**config.mk**
```make
export PLATFORM = sky130hd
export DESIGN_NAME = pic_core
export DESIGN_NICKNAME = d
export VERILOG_FILES = /design/src/rtl/pic_pkg.sv /design/src/rtl/pic_ctrl.sv /design/src/rtl/pic_dp.sv /design/src/rtl/pic_core.sv
export SDC_FILE = /design/constraint.sdc
export NUM_CORES = 1
export LEC_CHECK = 0
export BUFFER_PORTS_ARGS = -buffer_cell sky130_fd_sc_hd__buf_4
export CORE_MARGIN = 2
export CORE_UTILIZATION = 51
export CTS_BUF_LIST = sky130_fd_sc_hd__clkbuf_16
export CTS_CLUSTER_SIZE = 10
export DETAILED_ROUTE_END_ITERATION = 12
export PLACE_DENSITY = 0.75
export SLEW_MARGIN = 10
export SYNTH_ARGS = -nofsm -noshare
export SYNTH_HDL_FRONTEND = slang
export SYNTH_SLANG_ARGS = --single-unit
```
**constraint.sdc**
```tcl
create_clock -name clk -period 2.2 [get_ports clk]
set_input_delay 0.11 -clock clk [delete_from_list [all_inputs] [get_ports clk]]
set_output_delay 0.11 -clock clk [all_outputs]
set_load 0.1 [all_outputs]
```
**src/rtl/pic_pkg.sv**
```systemverilog
package pic_pkg;
  localparam logic [1:0] ADDR_CMD  = 2'd0;
  localparam logic [1:0] ADDR_DATA = 2'd1;
  localparam logic [1:0] ADDR_TRIG = 2'd2;

  typedef enum logic [2:0] {
    SEQ_IDLE, SEQ_BASE, SEQ_CASC, SEQ_MODE, SEQ_READY
  } seqState_t;

  typedef struct packed {
    logic       loadMask;
    logic       loadBase;
    logic       loadSel;
    logic       loadTrig;
    logic       eoiSpec;
    logic       eoiLow;
    logic [2:0] eoiLevel;
  } dpCtl_t;
endpackage

```
**src/rtl/pic_ctrl.sv**
```systemverilog
module pic_ctrl
  import pic_pkg::*;
(
  input  logic       clk,
  input  logic       rst_n,
  input  logic       wrEn,
  input  logic [1:0] addr,
  input  logic [7:0] wrData,
  output dpCtl_t     ctl
);
  seqState_t state;
  logic [7:0] startWord;
  logic cmdWr, dataWr, isStart;

  assign cmdWr   = wrEn && (addr == ADDR_CMD);
  assign dataWr  = wrEn && (addr == ADDR_DATA);
  assign isStart = cmdWr && wrData[4];

  always_comb begin
    ctl = '0;
    ctl.eoiLevel = wrData[2:0];
    ctl.loadTrig = wrEn && (addr == ADDR_TRIG);
    if (cmdWr && !wrData[4] && state == SEQ_READY) begin
      if (wrData[3] == 1'b0) begin
        if (wrData[5] && !wrData[7]) begin
          ctl.eoiSpec = wrData[6];
          ctl.eoiLow  = !wrData[6];
        end
      end else begin
        ctl.loadSel = 1'b1;
      end
    end
    if (dataWr) begin
      ctl.loadBase = (state == SEQ_BASE);
      ctl.loadMask = (state == SEQ_IDLE) || (state == SEQ_READY);
    end
  end

  always_ff @(posedge clk or negedge rst_n) begin
    if (!rst_n) begin
      state     <= SEQ_IDLE;
      startWord <= '0;
    end else if (isStart) begin
      startWord <= wrData;
      state     <= SEQ_BASE;
    end else if (dataWr) begin
      case (state)
        SEQ_BASE: state <= !startWord[1] ? SEQ_CASC :
                           (startWord[0] ? SEQ_MODE : SEQ_READY);
        SEQ_CASC: state <= startWord[0] ? SEQ_MODE : SEQ_READY;
        SEQ_MODE: state <= SEQ_READY;
        default:  state <= state;
      endcase
    end
  end

  // a start word always leads to the base step
  a_r2_start_restarts: assert property (@(posedge clk) disable iff (!rst_n)
    isStart |=> state == SEQ_BASE);

  // the mode step is entered only from base, cascade or itself
  a_r3_mode_origin: assert property (@(posedge clk) disable iff (!rst_n)
    (state == SEQ_MODE) |-> ($past(state) == SEQ_BASE || $past(state) == SEQ_CASC
                             || $past(state) == SEQ_MODE));

  // no command effect outside ready
  a_r14_no_cmd_early: assert property (@(posedge clk) disable iff (!rst_n)
    (state != SEQ_READY) |-> !(ctl.eoiSpec || ctl.eoiLow || ctl.loadSel));
endmodule

```
**src/rtl/pic_dp.sv**
```systemverilog
module pic_dp
  import pic_pkg::*;
#(
  parameter int          LINES     = 8,
  parameter logic [7:0]  TRIG_MASK = 8'hF8
) (
  input  logic             clk,
  input  logic             rst_n,
  input  dpCtl_t           ctl,
  input  logic [1:0]       addr,
  input  logic [7:0]       wrData,
  output logic [7:0]       rdData,
  input  logic [LINES-1:0] irqIn,
  input  logic             intAck,
  output logic             intPending,
  output logic [7:0]       vector
);
  localparam int IDXW = $clog2(LINES);

  logic [LINES-1:0] irqPrev, reqReg, svcReg, maskReg, trigReg;
  logic [LINES-1:0] reqLive, winHot, rise, lvlDrop, ackClr, eoiClr, svcLow;
  logic [7:0] baseReg, selReg;
  logic [IDXW-1:0] winIdx;
  logic ackTake;

  assign reqLive    = reqReg & ~maskReg;
  assign intPending = |reqLive;
  assign winHot     = reqLive & (~reqLive + 1'b1);
  assign svcLow     = svcReg & (~svcReg + 1'b1);

  always_comb begin
    winIdx = '0;
    for (int i = LINES - 1; i >= 0; i--)
      if (reqLive[i]) winIdx = IDXW'(i);
  end

  assign vector  = baseReg + 8'(winIdx);
  assign ackTake = intAck && intPending;
  assign rise    = irqIn & ~irqPrev;
  assign lvlDrop = trigReg & ~irqIn;
  assign ackClr  = ackTake ? (winHot & ~trigReg) : '0;

  always_comb begin
    eoiClr = '0;
    if (ctl.eoiSpec) eoiClr[ctl.eoiLevel] = 1'b1;
    else if (ctl.eoiLow) eoiClr = svcLow;
  end

  always_ff @(posedge clk or negedge rst_n) begin
    if (!rst_n) begin
      irqPrev <= '0;
      reqReg  <= '0;
      svcReg  <= '0;
      maskReg <= '0;
      trigReg <= '0;
      baseReg <= '0;
      selReg  <= 8'h02;
    end else begin
      irqPrev <= irqIn;
      reqReg  <= (reqReg & ~lvlDrop & ~ackClr) | rise;
      svcReg  <= (svcReg & ~eoiClr) | (ackTake ? winHot : '0);
      if (ctl.loadMask) maskReg <= wrData[LINES-1:0];
      if (ctl.loadTrig) trigReg <= wrData[LINES-1:0] & TRIG_MASK[LINES-1:0];
      if (ctl.loadBase) baseReg <= wrData;
      if (ctl.loadSel)  selReg  <= wrData;
    end
  end

  always_comb begin
    rdData = '0;
    case (addr)
      ADDR_CMD:  if (selReg[1:0] == 2'b10) rdData = 8'(reqReg);
                 else if (selReg[1:0] == 2'b11) rdData = 8'(svcReg);
      ADDR_DATA: rdData = 8'(maskReg);
      ADDR_TRIG: rdData = 8'(trigReg);
      default:   rdData = '0;
    endcase
  end

  // an accepted acknowledge marks its winner in service
  a_r9_ack_sets_svc: assert property (@(posedge clk) disable iff (!rst_n)
    (ackTake && !ctl.eoiSpec && !ctl.eoiLow) |=> (svcReg & $past(winHot)) != '0);

  // a specific end clears the named bit
  a_r10_spec_clear: assert property (@(posedge clk) disable iff (!rst_n)
    (ctl.eoiSpec && !ackTake) |=> !svcReg[$past(ctl.eoiLevel)]);

  // low level-mode lines drop their requests
  a_r6_level_drop: assert property (@(posedge clk) disable iff (!rst_n)
    ((trigReg & ~irqIn) != '0) |=> (reqReg & $past(trigReg & ~irqIn)) == '0);

  // trigger writes keep only writable bits
  a_r13_trig_masked: assert property (@(posedge clk) disable iff (!rst_n)
    ctl.loadTrig |=> trigReg == ($past(wrData[LINES-1:0]) & TRIG_MASK[LINES-1:0]));
endmodule

```
**src/rtl/pic_core.sv**
```systemverilog
module pic_core
  import pic_pkg::*;
#(
  parameter logic [7:0] TRIG_MASK = 8'hF8
) (
  input  logic       clk,
  input  logic       rst_n,
  input  logic       wrEn,
  input  logic [1:0] addr,
  input  logic [7:0] wrData,
  output logic [7:0] rdData,
  input  logic [7:0] irqIn,
  output logic       intPending,
  input  logic       intAck,
  output logic [7:0] vector
);
  dpCtl_t ctl;

  pic_ctrl u_ctrl (
    .clk(clk), .rst_n(rst_n), .wrEn(wrEn), .addr(addr),
    .wrData(wrData), .ctl(ctl)
  );

  pic_dp #(.LINES(8), .TRIG_MASK(TRIG_MASK)) u_dp (
    .clk(clk), .rst_n(rst_n), .ctl(ctl), .addr(addr), .wrData(wrData),
    .rdData(rdData), .irqIn(irqIn), .intAck(intAck),
    .intPending(intPending), .vector(vector)
  );
endmodule

```
# [Word-level counts from Yosys, hierarchy flattened]
# Cells that the tools add are included.
[totals] reg_bits=52
[classes] n_addsub=3 order_cmp=2 eq_ne=8 mux=28 n_bitwise=20 n_reduce_logical=19
[op_table] op="$and 8x8->8" count=9
[op_table] op="$not 8->8" count=9
[op_table] op="$mux 8" count=6
[op_table] op="$mux 3" count=12
[op_table] op="$pmux 8 s3" count=1
[op_table] op="$add 8x1->8 const B" count=2
[op_table] op="$or 8x8->8" count=2
[op_table] op="$logic_and 1x1->1" count=9
[op_table] op="$pmux 3 s3" count=1
[op_table] op="$add 8x3->8" count=1
[op_table] op="$mux 2" count=4
[op_table] op="$reduce_or 8->1" count=1
[op_table] op="$eq 2x2->1 const B" count=3
[op_table] op="$eq 3x2->1 const B" count=2
[op_table] op="$lt 3x4->1 const B" count=1
[op_table] op="$reduce_bool 4->1" count=1
[op_table] op="$demux 1 s3" count=1
[op_table] op="$eq 3x1->1 const B" count=1
[op_table] op="$eq 3x3->1 const B" count=1
[op_table] op="$ge 3x1->1 const B" count=1
[op_table] op="$logic_not 1->1" count=3
[op_table] op="$logic_not 3->1" count=1
[op_table] op="$mux 1" count=3
[op_table] op="$eq 2x1->1 const B" count=1
[op_table] op="other kinds (4)" count=4

# [Longest topological paths before layout]
[logic_depth] ltp_word=11 ltp_mapped=11 mapped_depth_nobuf=11

# [By module]
# A second synthesis with hierarchy kept.
[hier_totals] hier_cells=268 area_unflattened_um2=2765.2
[by_module_without_submodules] module="pic_dp" instances=1 cells_per_inst=228 area_per_inst_um2=2398.6 seq_area_each_um2=1177.4
[by_module_without_submodules] module="pic_ctrl" instances=1 cells_per_inst=40 area_per_inst_um2=366.6 seq_area_each_um2=125.1

# [Worst setup path after synthesis]
# OpenSTA, ideal clock, no wires.
[synth_timing] kind="reg-to-output" start="register u_dp.reqReg[7]" end="output vector[4]" arrival_time_ps=3374 setup_slack_ps=-1284 path_stages_with_launch=11 path_buffers=0 cell_sequence="dfrtp_1 > nor2b_1 > nor2b_1 > o221ai_1 > a21oi_1 > ha_1 > inv_1 > fa_1 > nor2b_1 > o21ai_0 > xnor2_1"
[synth_between] elab_chain_len=10
[synth_rtl] item="start, declared" line_no="pic_dp.sv:20" text="logic [LINES-1:0] irqPrev, reqReg, svcReg, maskReg, trigReg;"
[synth_rtl] item="start signal, assigned" line_no="pic_dp.sv:60" text="reqReg <= (reqReg & ~lvlDrop & ~ackClr) | rise;"
[synth_rtl] item="$and 8x8->8" line_no="pic_dp.sv:26" text="assign reqLive = reqReg & ~maskReg;"
[synth_rtl] item="$mux 3 (8 in series)" line_no="pic_dp.sv:34" text="if (reqLive[i]) winIdx = IDXW'(i);"
[synth_rtl] item="$add 8x3->8" line_no="pic_dp.sv:37" text="assign vector = baseReg + 8'(winIdx);"
[synth_rtl] item="end, declared" line_no="pic_core.sv:15" text="output logic [7:0] vector"
# No other way between the ends.

# [Worst setup path after layout]
[layout_timing] start="register u_dp.maskReg[7]" end="output vector[4]"
[layout_between] elab_chain_len=11
[layout_rtl] item="start, declared" line_no="pic_dp.sv:20"
[layout_rtl] item="start signal, assigned" line_no="pic_dp.sv:62" text="if (ctl.loadMask) maskReg <= wrData[LINES-1:0];"
[layout_rtl] item="$not 8->8" line_no="pic_dp.sv:26"
[layout_rtl] item="$and 8x8->8" line_no="pic_dp.sv:26"
[layout_rtl] item="$mux 3 (8 in series)" line_no="pic_dp.sv:34"
[layout_rtl] item="$add 8x3->8" line_no="pic_dp.sv:37"
# No other way between the ends.

==> results.json <==
{
  "min_period_ns": 2.71,
  "fin_ws_ns": -0.509,
  "drc_errors": 0,
  "synth-edff-count": 0,
  "max_freq_mhz": 369,
  "portBuffers": 38,
  "cts.sinks": 52,
  "setup_viol": 7,
  "grt_pass1_wl_um": 12500,
  "cts_root_buf": "clkbuf_16",
  "hold_violations": 0,
  "fin_crit_sh": 1.23,
  "holdCritPathClass": "primary input to flip-flop",
  "die-area_um2": 6060,
  "finalWirelength_um": 7560,
  "drv_slew": 0,
  "rsz0062_at_grt": "true",
  "std_cell_rows": 26,
  "antenna_found_initial": 0,
  "synthesis.nets": 300,
  "cp.required_ns": 2.09,
  "layout_commonest_cell": "buf_4",
  "grtUsageTotal": 0.266,
  "syn_to_final_growth_pct": 41.3,
  "startpoint_type": "flip-flop",
  "dp_slack_ns": -0.375,
  "tightest_slew_ns": 0.666,
  "grt_use_met3": 0.0453,
  "drive_gt1_frac": 0.409,
  "cp.arrival_ns": 2.60,
  "power_w": 0.00677,
  "layout_common_cells": "buf_4, dfrtp_1, nand2_1, o21ai_0",
  "met1_usage": 0.342,
  "final_cells": 427,
  "worst-path-max-fanout": 3,
  "start_util": 0.538,
  "vias_per_cell": 5.64,
  "die_w_um": 77.9,
  "synth_seq_cells": 52,
  "use_met2": 0.444,
  "vias": 2407,
  "slew-limit-headroom": 0.556,
  "die_y_um": 77.9,
  "synth.cell_area_um2": 2780,
  "overflow": 0,
  "insertion_delay_ns": 0.30,
  "worstSetupEndpointType": "output pin",
  "htree_levels": 2,
  "place.gp.congestion": 0.923,
  "io_pins": 39,
  "synth-seq-area-share": 0.468,
  "dpl.hpwl_um": 5170,
  "status": "finished, violations left",
  "core_um2": 5170,
  "wl_per_cell_um": 17.7,
  "violations": "negative setup slack",
  "dpl_cell_area_um2": 3490,
  "postRouteAntennaNets": 0,
  "yosys_warnings": 0,
  "top_usage_layer": "met2",
  "grt_start_max_net_pins": 53,
  "critical_path_class": "flip-flop to output pin",
  "antenna_cells": 0,
  "cts_buffer_depth": 2,
  "path_clk_slew_ns": 0.07,
  "ys_types": 51,
  "synthArstFlopShare": 1.00,
  "first_global_vias": 2499,
  "dr.pass1.iters": 5,
  "finalNetCount": 382,
  "cts_tree": "built",
  "fin_area_um2": 3930,
  "dpl.cell_count": 404,
  "p_leak_nw": 1.76,
  "fin_skew_ns": 0.00398,
  "cap_viol_max_count": 0,
  "cts_made_buffers": 5,
  "synth_cells": 274,
  "postSynth.topFlopCell": "dfrtp_1",
  "ir_worst_vdd_mv": 2.57,
  "drt-initial-drc-count": 197,
  "p_per_area_nw_per_um2": 1720,
  "fillers": 338,
  "postSynthAreaPerCell_um2": 10.2
}
-- cell usage after synthesis (3+ instances only) --
cell type	count	area, um2
nand2_1	31	116
nand2b_1	8	50.1
a22oi_1	5	37.5
nor4_1	5	31.3
a31oi_1	4	25.0
buf_6	4	45.0
mux2i_1	5	50.1
mux2_4	7	105
nor2_1	9	33.8
o22ai_1	4	25.0
mux2_2	17	191
a21oi_1	3	15.0
ha_1	3	37.5
nor3_1	4	20.0
nand4_1	7	43.8
o21ai_0	33	165
inv_1	19	71.3
nor2b_1	13	81.3
xnor2_1	4	35.0
dfrtp_1	51	1280
-- path summary, 6_finish.rpt --
path	slack [ns]	cells past startpoint	endpoint	from
max	-0.51	12	vector[4]	u_dp.maskReg[7]
min	0.08	2	u_dp.baseReg[5]	wrData[5]
max reg2reg	0.43	4	u_dp.svcReg[3]	u_ctrl.state[1]
min reg2reg	0.42	1	u_dp.reqReg[0]	u_dp.irqPrev[0]
max in group asynchronous	1.36	2	u_dp.baseReg[4]	rst_n
min in group asynchronous	0.39	2	u_dp.baseReg[6]	rst_n
-- registers in the layout (all words and copies together) (netlist names) --
name / cells
u_dp.svcReg: 8
u_ctrl.state: 3
u_dp.reqReg: 8
u_dp.baseReg: 8
u_dp.selReg: 2
u_dp.irqPrev: 8
u_ctrl.startWord: 2
u_dp.trigReg: 5
u_dp.maskReg: 8
-- final cells by class --
cell class / count / area (um2) / share of cell area
clock buffer: 5 / 125 / 0.0318
clock inverter: 3 / 46.3 / 0.0118
timing repair buffer: 82 / 724 / 0.184
inverter: 19 / 75.1 / 0.0191
tap: 70 / 87.6 / 0.0223
sequential: 52 / 1300 / 0.331
multi-input combinational: 196 / 1570 / 0.399
-- cell families (layout without fill, tap and decap cells) --
| family | after synthesis | in the layout | share of synthesized area |
|---|---|---|---|
| fa+ha+maj | 4 | 4 | 0.0207 |
| mux | 29 | 29 | 0.125 |
| flops | 52 | 52 | 0.468 |
| buf+inv | 26 | 109 | 0.0463 |
| xor+xnor | 5 | 5 | 0.0157 |
| compound gates | 67 | 67 | 0.150 |
| simple gates | 91 | 91 | 0.174 |
-- report_power, final --
group	switching, W	internal (W)	total (W)
Sequential	0.000349	0.00125	0.00160
Combinational	0.00248	0.00177	0.00426
Clock	0.000370	0.000541	0.000911
Total	0.00320	0.00357	0.00677
-- worst max-delay path, stage by stage (launching register included) --
cell	delay, ns
dfrtp_1	0.41
nor2b_4	0.14
nor2b_4	0.17
o221ai_2	0.13
a21oi_2	0.14
ha_2	0.19
inv_2	0.04
fa_2	0.36
nor2b_2	0.14
o21ai_2	0.10
buf_6	0.15
xnor2_4	0.17
buf_12	0.19
-- metrics by stage --
| stage | utilization | setup TNS, ns | hold slack, ns |
|---|---|---|---|
| after detailed placement | 0.674 | -1.48 | 0.188 |
| after CTS | 0.751 | -2.87 | 0.0856 |
| final | 0.760 | -2.62 | 0.0765 |
| after global routing | 0.760 | -3.65 | 0.0839 |
| after global placement | 0.674 | -1.14 | 0.185 |
| after floorplan | - | -1.58 | -0.186 |
-- metal layers --
| metal | share of wire | vias to the layer above |
|---|---|---|
| met2 | 0.52 | 68 |
| met3 | 0.045 | 11 |
| met1 | 0.42 | 1182 |
| li1 | - | 1146 |
| met5 | 0 | - |
| met4 | 0.014 | 0 |
-- repair_timing --
action | in CTS | in global routing
hold endpoints to repair | 59 | 0
setup endpoints to repair | 7 | 7
setup buffers | 5 | 2
resized for setup | 22 | 11
cloned | 0 | 0
pin swaps | 12 | 7
hold buffers | 9 | 0
Power figures use the tool's default switching activity.
